==> src/rtl/pll_calc_pkg.sv <==
package pll_calc_pkg;

    typedef enum logic {
        ST_IDLE = 1'b0,
        ST_RUN  = 1'b1
    } run_state_e;

    typedef enum logic {
        MODE_FWD = 1'b0,
        MODE_REV = 1'b1
    } calc_mode_e;

    localparam int CODE_W = 3;
    localparam int K_MAX  = 4;

endpackage

==> src/rtl/pll_postdiv_sel.sv <==
module pll_postdiv_sel #(
    parameter int          FREQ_W  = 32,
    parameter int          K_MAX   = 4,
    parameter int          CODE_W  = 3,
    parameter logic [63:0] FMIN_HZ = 64'd1_000_000_000,
    parameter logic [63:0] FMAX_HZ = 64'd3_800_000_000
) (
    input  logic [FREQ_W-1:0] freq_in,
    output logic [FREQ_W-1:0] freq_clamped,
    output logic [CODE_W-1:0] k_sel
);

    logic [K_MAX:0] meets;

    // Clamp against the configured ceiling first.
    assign freq_clamped = (64'(freq_in) > FMAX_HZ) ? FREQ_W'(FMAX_HZ) : freq_in;

    // One comparator per candidate exponent.
    for (genvar i = 0; i <= K_MAX; i++) begin : g_cand
        assign meets[i] = ((64'(freq_clamped) << i) >= FMIN_HZ);
    end

    // Lowest qualifying exponent wins; default to the largest.
    always_comb begin
        k_sel = CODE_W'(K_MAX);
        for (int i = K_MAX; i >= 0; i--) begin
            if (meets[i]) k_sel = CODE_W'(i);
        end
    end

endmodule

==> src/rtl/pll_restoring_div.sv <==
module pll_restoring_div #(
    parameter int NUM_W = 51,
    parameter int DEN_W = 32
) (
    input  logic             clk,
    input  logic             rst_n,
    input  logic             load,
    input  logic [NUM_W-1:0] num,
    input  logic [DEN_W-1:0] den,
    output logic             fin,
    output logic [NUM_W-1:0] quo
);

    localparam int CNT_W = $clog2(NUM_W + 1);

    typedef struct packed {
        logic [CNT_W-1:0] cnt;
        logic [DEN_W-1:0] rem;
        logic [DEN_W-1:0] den;
        logic [NUM_W-1:0] quo;
        logic             fin;
    } div_regs_t;

    div_regs_t q, d;
    logic [DEN_W:0] trial;

    always_comb begin
        d     = q;
        d.fin = 1'b0;
        trial = {q.rem, q.quo[NUM_W-1]};
        if (load) begin
            d.cnt = CNT_W'(NUM_W);
            d.rem = '0;
            d.den = den;
            d.quo = num;
        end else if (q.cnt != '0) begin
            if (trial >= {1'b0, q.den}) begin
                d.rem = DEN_W'(trial - {1'b0, q.den});
                d.quo = {q.quo[NUM_W-2:0], 1'b1};
            end else begin
                d.rem = trial[DEN_W-1:0];
                d.quo = {q.quo[NUM_W-2:0], 1'b0};
            end
            d.cnt = q.cnt - CNT_W'(1);
            d.fin = (q.cnt == CNT_W'(1));
        end
    end

    always_ff @(posedge clk or negedge rst_n) begin
        if (!rst_n) q <= '0;
        else        q <= d;
    end

    assign fin = q.fin;
    assign quo = q.quo;

    // partial remainder stays below the divisor during every step
    assert_rem_bound_R4: assert property (@(posedge clk) disable iff (!rst_n)
        (q.cnt != '0) |-> (q.rem < q.den));

    // a running division advances exactly one bit per cycle
    assert_step_count_R7: assert property (@(posedge clk) disable iff (!rst_n)
        (q.cnt != '0 && !load) |=> (q.cnt == $past(q.cnt) - CNT_W'(1)));

endmodule

==> src/rtl/pll_word_calc.sv <==
module pll_word_calc
    import pll_calc_pkg::*;
#(
    parameter int          FREQ_W   = 32,
    parameter int          WORD_W   = 22,
    parameter int          INT_BITS = 7,
    parameter logic [63:0] FMIN_HZ  = 64'd1_000_000_000,
    parameter logic [63:0] FMAX_HZ  = 64'd3_800_000_000
) (
    input  logic                        clk,
    input  logic                        rst_n,
    input  logic                        start_i,
    input  logic                        rev_mode_i,
    input  logic [FREQ_W-1:0]           freq_req_i,
    input  logic [FREQ_W-1:0]           ref_freq_i,
    input  logic [WORD_W-1:0]           word_i,
    input  logic [CODE_W-1:0]           code_i,
    output logic                        done_o,
    output logic                        error_o,
    output logic [WORD_W-1:0]           word_o,
    output logic [CODE_W-1:0]           code_o,
    output logic [FREQ_W+INT_BITS:0]    rate_o
);

    localparam int FRAC_W = WORD_W - INT_BITS;
    localparam int RATE_W = FREQ_W + INT_BITS + 1;
    localparam int NUM_W  = FREQ_W + K_MAX + FRAC_W;
    localparam int VCO_W  = FREQ_W + WORD_W;
    localparam int DIV_W  = (NUM_W > RATE_W + 1) ? NUM_W : RATE_W + 1;

    typedef struct packed {
        run_state_e          st;
        calc_mode_e          mode;
        logic [CODE_W-1:0]   k_pend;
        logic [CODE_W-1:0]   code;
        logic [WORD_W-1:0]   word;
        logic [RATE_W-1:0]   rate;
        logic                done;
        logic                err;
    } top_regs_t;

    top_regs_t q, d;

    // Forward path operands
    logic [FREQ_W-1:0] fclamp;
    logic [CODE_W-1:0] ksel;
    logic [DIV_W-1:0]  fwd_num;

    // Reverse path operands
    logic [VCO_W-1:0]  vco;
    logic              sticky;
    logic [RATE_W-1:0] vco_int;
    logic [FREQ_W-1:0] pdiv;
    logic [DIV_W-1:0]  rev_num;

    // Divider handshake
    logic              div_load;
    logic [DIV_W-1:0]  div_num;
    logic [FREQ_W-1:0] div_den;
    logic              div_fin;
    logic [DIV_W-1:0]  div_quo;
    logic              unused_quo_bits;
    logic              accept;

    pll_postdiv_sel #(
        .FREQ_W (FREQ_W),
        .K_MAX  (K_MAX),
        .CODE_W (CODE_W),
        .FMIN_HZ(FMIN_HZ),
        .FMAX_HZ(FMAX_HZ)
    ) u_sel (
        .freq_in     (freq_req_i),
        .freq_clamped(fclamp),
        .k_sel       (ksel)
    );

    assign fwd_num = DIV_W'(fclamp) << (int'(ksel) + FRAC_W);

    assign vco = VCO_W'(ref_freq_i) * VCO_W'(word_i);

    if (FRAC_W > 0) begin : g_frac
        assign sticky = |vco[FRAC_W-1:0];
    end else begin : g_nofrac
        assign sticky = 1'b0;
    end

    assign vco_int = RATE_W'(vco >> FRAC_W) + RATE_W'(sticky);
    assign pdiv    = FREQ_W'(1) << code_i;
    assign rev_num = DIV_W'(vco_int) + DIV_W'(pdiv) - DIV_W'(1);

    assign accept  = (q.st == ST_IDLE) && start_i;
    assign div_num = rev_mode_i ? rev_num : fwd_num;
    assign div_den = rev_mode_i ? pdiv : ref_freq_i;

    pll_restoring_div #(
        .NUM_W(DIV_W),
        .DEN_W(FREQ_W)
    ) u_div (
        .clk  (clk),
        .rst_n(rst_n),
        .load (div_load),
        .num  (div_num),
        .den  (div_den),
        .fin  (div_fin),
        .quo  (div_quo)
    );

    assign unused_quo_bits = ^div_quo;

    always_comb begin
        d        = q;
        d.done   = 1'b0;
        div_load = 1'b0;
        case (q.st)
            ST_IDLE: begin
                if (start_i) begin
                    if (ref_freq_i == '0) begin
                        d.err  = 1'b1;
                        d.done = 1'b1;
                    end else begin
                        d.err    = 1'b0;
                        d.mode   = calc_mode_e'(rev_mode_i);
                        d.k_pend = ksel;
                        d.st     = ST_RUN;
                        div_load = 1'b1;
                    end
                end
            end
            ST_RUN: begin
                if (div_fin) begin
                    d.st   = ST_IDLE;
                    d.done = 1'b1;
                    if (q.mode == MODE_FWD) begin
                        d.word = div_quo[WORD_W-1:0];
                        d.code = q.k_pend;
                    end else begin
                        d.rate = div_quo[RATE_W-1:0];
                    end
                end
            end
            default: d.st = ST_IDLE;
        endcase
    end

    always_ff @(posedge clk or negedge rst_n) begin
        if (!rst_n) q <= '0;
        else        q <= d;
    end

    assign done_o  = q.done;
    assign error_o = q.err;
    assign word_o  = q.word;
    assign code_o  = q.code;
    assign rate_o  = q.rate;

    // a request at or below the ceiling passes the clamp untouched
    assert_clamp_pass_R2: assert property (@(posedge clk) disable iff (!rst_n)
        (64'(freq_req_i) <= FMAX_HZ) |-> (fclamp == freq_req_i));

    // the chosen exponent is the smallest that reaches the VCO floor
    assert_k_minimal_R3: assert property (@(posedge clk) disable iff (!rst_n)
        (accept && !rev_mode_i && ksel != '0)
            |-> ((64'(fclamp) << (int'(ksel) - 1)) < FMIN_HZ));

    // a zero reference completes at once with the error flag
    assert_zero_ref_R8: assert property (@(posedge clk) disable iff (!rst_n)
        (accept && ref_freq_i == '0) |=> (done_o && error_o));

    // done lasts a single cycle unless a new zero-reference start follows
    assert_done_pulse_R9: assert property (@(posedge clk) disable iff (!rst_n)
        (done_o && !start_i) |=> !done_o);

    // results only move together with done
    assert_word_hold_R9: assert property (@(posedge clk) disable iff (!rst_n)
        !done_o |-> ($stable(word_o) && $stable(code_o)));

    assert_rate_hold_R9: assert property (@(posedge clk) disable iff (!rst_n)
        !done_o |-> $stable(rate_o));

endmodule

==> config.mk <==
export PLATFORM = sky130hd
export DESIGN_NAME = pll_word_calc
export DESIGN_NICKNAME = d
export VERILOG_FILES = /design/src/rtl/pll_calc_pkg.sv /design/src/rtl/pll_postdiv_sel.sv /design/src/rtl/pll_restoring_div.sv /design/src/rtl/pll_word_calc.sv
export SDC_FILE = /design/constraint.sdc
export NUM_CORES = 2
export LEC_CHECK = 0
export CORE_MARGIN = 2
export CORE_UTILIZATION = 42
export CTS_CLUSTER_DIAMETER = 150
export DETAILED_ROUTE_END_ITERATION = 7
export GPL_TIMING_DRIVEN = 0
export MAX_ROUTING_LAYER = met4
export SKIP_LAST_GASP = 1
export SLEW_MARGIN = 20
export SYNTH_ARGS = -nofsm -noshare
export SYNTH_HDL_FRONTEND = slang
export SYNTH_SLANG_ARGS = --single-unit
==> constraint.sdc <==
create_clock -name clk -period 5.27 [get_ports clk]
set_input_delay 1.054 -clock clk [delete_from_list [all_inputs] [get_ports clk]]
set_output_delay 1.054 -clock clk [all_outputs]
set_load 0.01 [all_outputs]
==> qor.yml <==
synth:
  synthCells: 4616
  synth_top_cell_by_area: "fa_1"
  synth_area_leaders: "fa_1, dfrtp_1, ha_1, inv_1, nand2_1"
  ys_seq_area_share_pct: 12.5
  synth-edff-count: 0
  yosys_most_used_dff: "dfrtp_1"
  synth_fp_nets: 5561
  syn_area_per_cell_um2: 8.42
  synth-seq-cells: 194
  yosys.area.top_type_share_pct: 30.8
  synth_warnings: 0
  async_flop_share_pct: 100
  synth_area_um2: 38900
  synth_cell_types: 99
setup_path:
  cpMaxStageDelayCell: "fa_1"
  cp_max_fo: 6
  regToRegSetupSlack_ns: 0.40
  required_ns: 5.58
  crit_path_max_incr_delay_ns: 0.55
  r2r_start: "u_div.q[53]"
  crit_path_end_kind: "flop"
  crit_path_start_kind: "input port"
  crit_type: "in -> reg"
  cpMostUsedCell: "fa_1"
  regToRegEndpoint: "u_div.q[107]"
  arrival_ns: 10.19
  rr_worst_depth: 17
die:
  ioPinCount: 160
  rows: 111
  start_util_pct: 42.4
  core_um2: 91700
  dieWidth_um: 308
  die_area_um2: 95000
  chipHeight_um: 308
routing:
  antenna_left: 0
  wl_per_cell_um: 23.8
  vias: 35200
  routed_wirelength_um: 146000
  drc: 0
  drt_iter0_markers: 3147
  viasPerCell: 5.72
  dr.pass1.iters: 6
layout:
  final_net_count: 5895
  drive_gt1_share_pct: 18.9
  layout_commonest_cell: "inv_1"
  multi_input_area_um2: 31900
  layout_common_cells: "inv_1, nand2_1, fa_1"
  syn2layout_area_growth_pct: 23.6
  seq_area_um2: 4850
  fillers: 8558
flow_run:
  maxCapViolCount: 0
placed_design:
  gp_congestion: 1.03
  pre_cts_ws_ns: -6.88
  portBuffers: 149
  hpwl_um: 115000
timing:
  drv_slew: 0
  post-route-period-util_pct: 187
  hold_viol_final: 0
  setup-violations-final: 51
  maxSlewHeadroom_pct: 21.2
  tightest_slew_ns: 1.17
  clock_skew_ns: 0.0200
  period_needed_ns: 9.88
  setup_ws_ns: -4.61
  rsz0062_at_grt: "yes"
  max_freq_ghz: 0.101
clock_tree:
  clock_path_buffers: 2
  cts-root-buf: "clkbuf_16"
  clk_latency_ns: 0.46
  cts_max_level: 4
  numCtsBuffers: 17
  clock-sinks: 194
  cts_tree: "yes"
  hold_buffers: 0
  cts.clk_slew.worst_paths_ns: 0.08
global_routing:
  antenna_found_initial: 7
  grt_pass1_vias: 35700
  grt_pass1_wl_um: 222000
  grtUsageTotal_pct: 31.9
  grt.overflow.total: 0
  grt_max_degree: 90
run_status:
  violations: "negative setup slack"
  status: "complete, but fails checks"
worst_hold_path:
  hp-class: "in -> async"
-- sequential cells by signal, indices dropped and copies added, names as in the netlist --
| name | cells |
|---|---|
| u_div.quo | 51 |
| u_div.q | 70 |
| q | 5 |
| done_o | 1 |
| word_o | 22 |
| error_o | 1 |
| code_o | 3 |
| u_div.fin | 1 |
| rate_o | 40 |
-- per-stage QoR --
step / util, % / cells / cell area, um^2 / setup TNS, ns / hold WS (ns)
floorplan: - / 4616 / 39800 / -170.53 / 0.446
global placement: 46.6 / 5951 / 42700 / -1325.46 / 0.460
detailed placement: 46.7 / 5953 / 42800 / -297.78 / 0.472
CTS: 50.9 / 6111 / 46600 / -191.87 / 0.430
global route: 52.4 / 6154 / 48100 / -204.90 / 0.440
finish: 52.4 / 6155 / 48100 / -194.16 / 0.438
-- worst max-delay path by stage --
stage	from	cells past startpoint	endpoint	slack, ns
global placement	ref_freq_i[20]	35	u_div.quo[40]	-6.75
floorplan	ref_freq_i[12]	36	u_div.quo[39]	-4.39
CTS	word_i[5]	38	u_div.quo[39]	-4.49
global route	word_i[3]	42	u_div.quo[39]	-4.83
detailed placement	ref_freq_i[20]	35	u_div.quo[40]	-6.88
finish	word_i[5]	41	u_div.quo[39]	-4.61
-- timing repair --
action,CTS,global route
pin swaps,115,160
resized for setup,789,247
gates cloned,8,3
setup buffers,120,52
endpoints found under the setup margin,51,82
-- logic make-up after synthesis --
| kind of cell | after synthesis | share of synthesized area [%] |
|---|---|---|
| compound gates | 765 | 13.0 |
| simple gates | 1484 | 18.3 |
| mux | 141 | 3.99 |
| flops | 194 | 12.5 |
| fa+ha+maj | 852 | 39.0 |
| buf+inv | 1088 | 11.2 |
| xor+xnor | 92 | 2.11 |
-- final cells by class --
cell class | count | share of cell area [%]
flip-flops and latches | 194 | 10.1
multi-input cells | 3334 | 66.3
inverters | 753 | 5.89
plain buffers | 332 | 6.86
diodes | 6 | 0.0312
well taps | 1186 | 3.09
repair buffers | 318 | 6.49
clock inverters | 12 | 0.281
clock buffers | 20 | 0.971
-- critical path: cells and delay by family --
kind                     cells  cell delay (ns)
adder cells (fa/ha/maj)      9             3.83
XOR/XNOR                     1             0.27
AND/OR/NAND/NOR              8             1.71
AO/OA/AOI/OAI               11             2.08
buffers and inverters       12             1.23
-- routing by layer --
layer	part of all wire, %	track usage [%]	wire [um]
met5	0	-	0
met4	4.0	10.2	5890
met3	9.1	5.84	13400
met2	45	49.1	65700
met1	42	42.7	61200
-- Yosys cell counts (10+ instances only) --
| cell type | instances |
|---|---|
| xnor2_1 | 61 |
| xor2_1 | 30 |
| mux2_2 | 77 |
| mux2i_1 | 59 |
| a21oi_1 | 186 |
| nor2b_1 | 18 |
| nor2_1 | 138 |
| o22ai_1 | 15 |
| nand3_1 | 83 |
| clkbuf_1 | 240 |
| a31oi_1 | 51 |
| o21ai_0 | 169 |
| a32oi_1 | 14 |
| nand4_1 | 25 |
| a21o_1 | 49 |
| dfrtp_1 | 194 |
| buf_1 | 13 |
| o211ai_1 | 28 |
| nor4_1 | 24 |
| o21bai_1 | 15 |
| and3_1 | 24 |
| buf_4 | 65 |
| or2_2 | 11 |
| or3_1 | 28 |
| buf_2 | 17 |
| a221oi_1 | 19 |
| a211oi_1 | 35 |
| ha_1 | 253 |
| nand2b_1 | 26 |
| and2_1 | 308 |
| fa_1 | 599 |
| inv_1 | 745 |
| a211o_1 | 10 |
| nor3_1 | 56 |
| nand2_1 | 703 |
| o21a_1 | 30 |
| o21ai_1 | 16 |
Power is left out: the tool's default activity adds up to more than one toggle a clock period on the data nets, which glitch-free logic cannot reach.
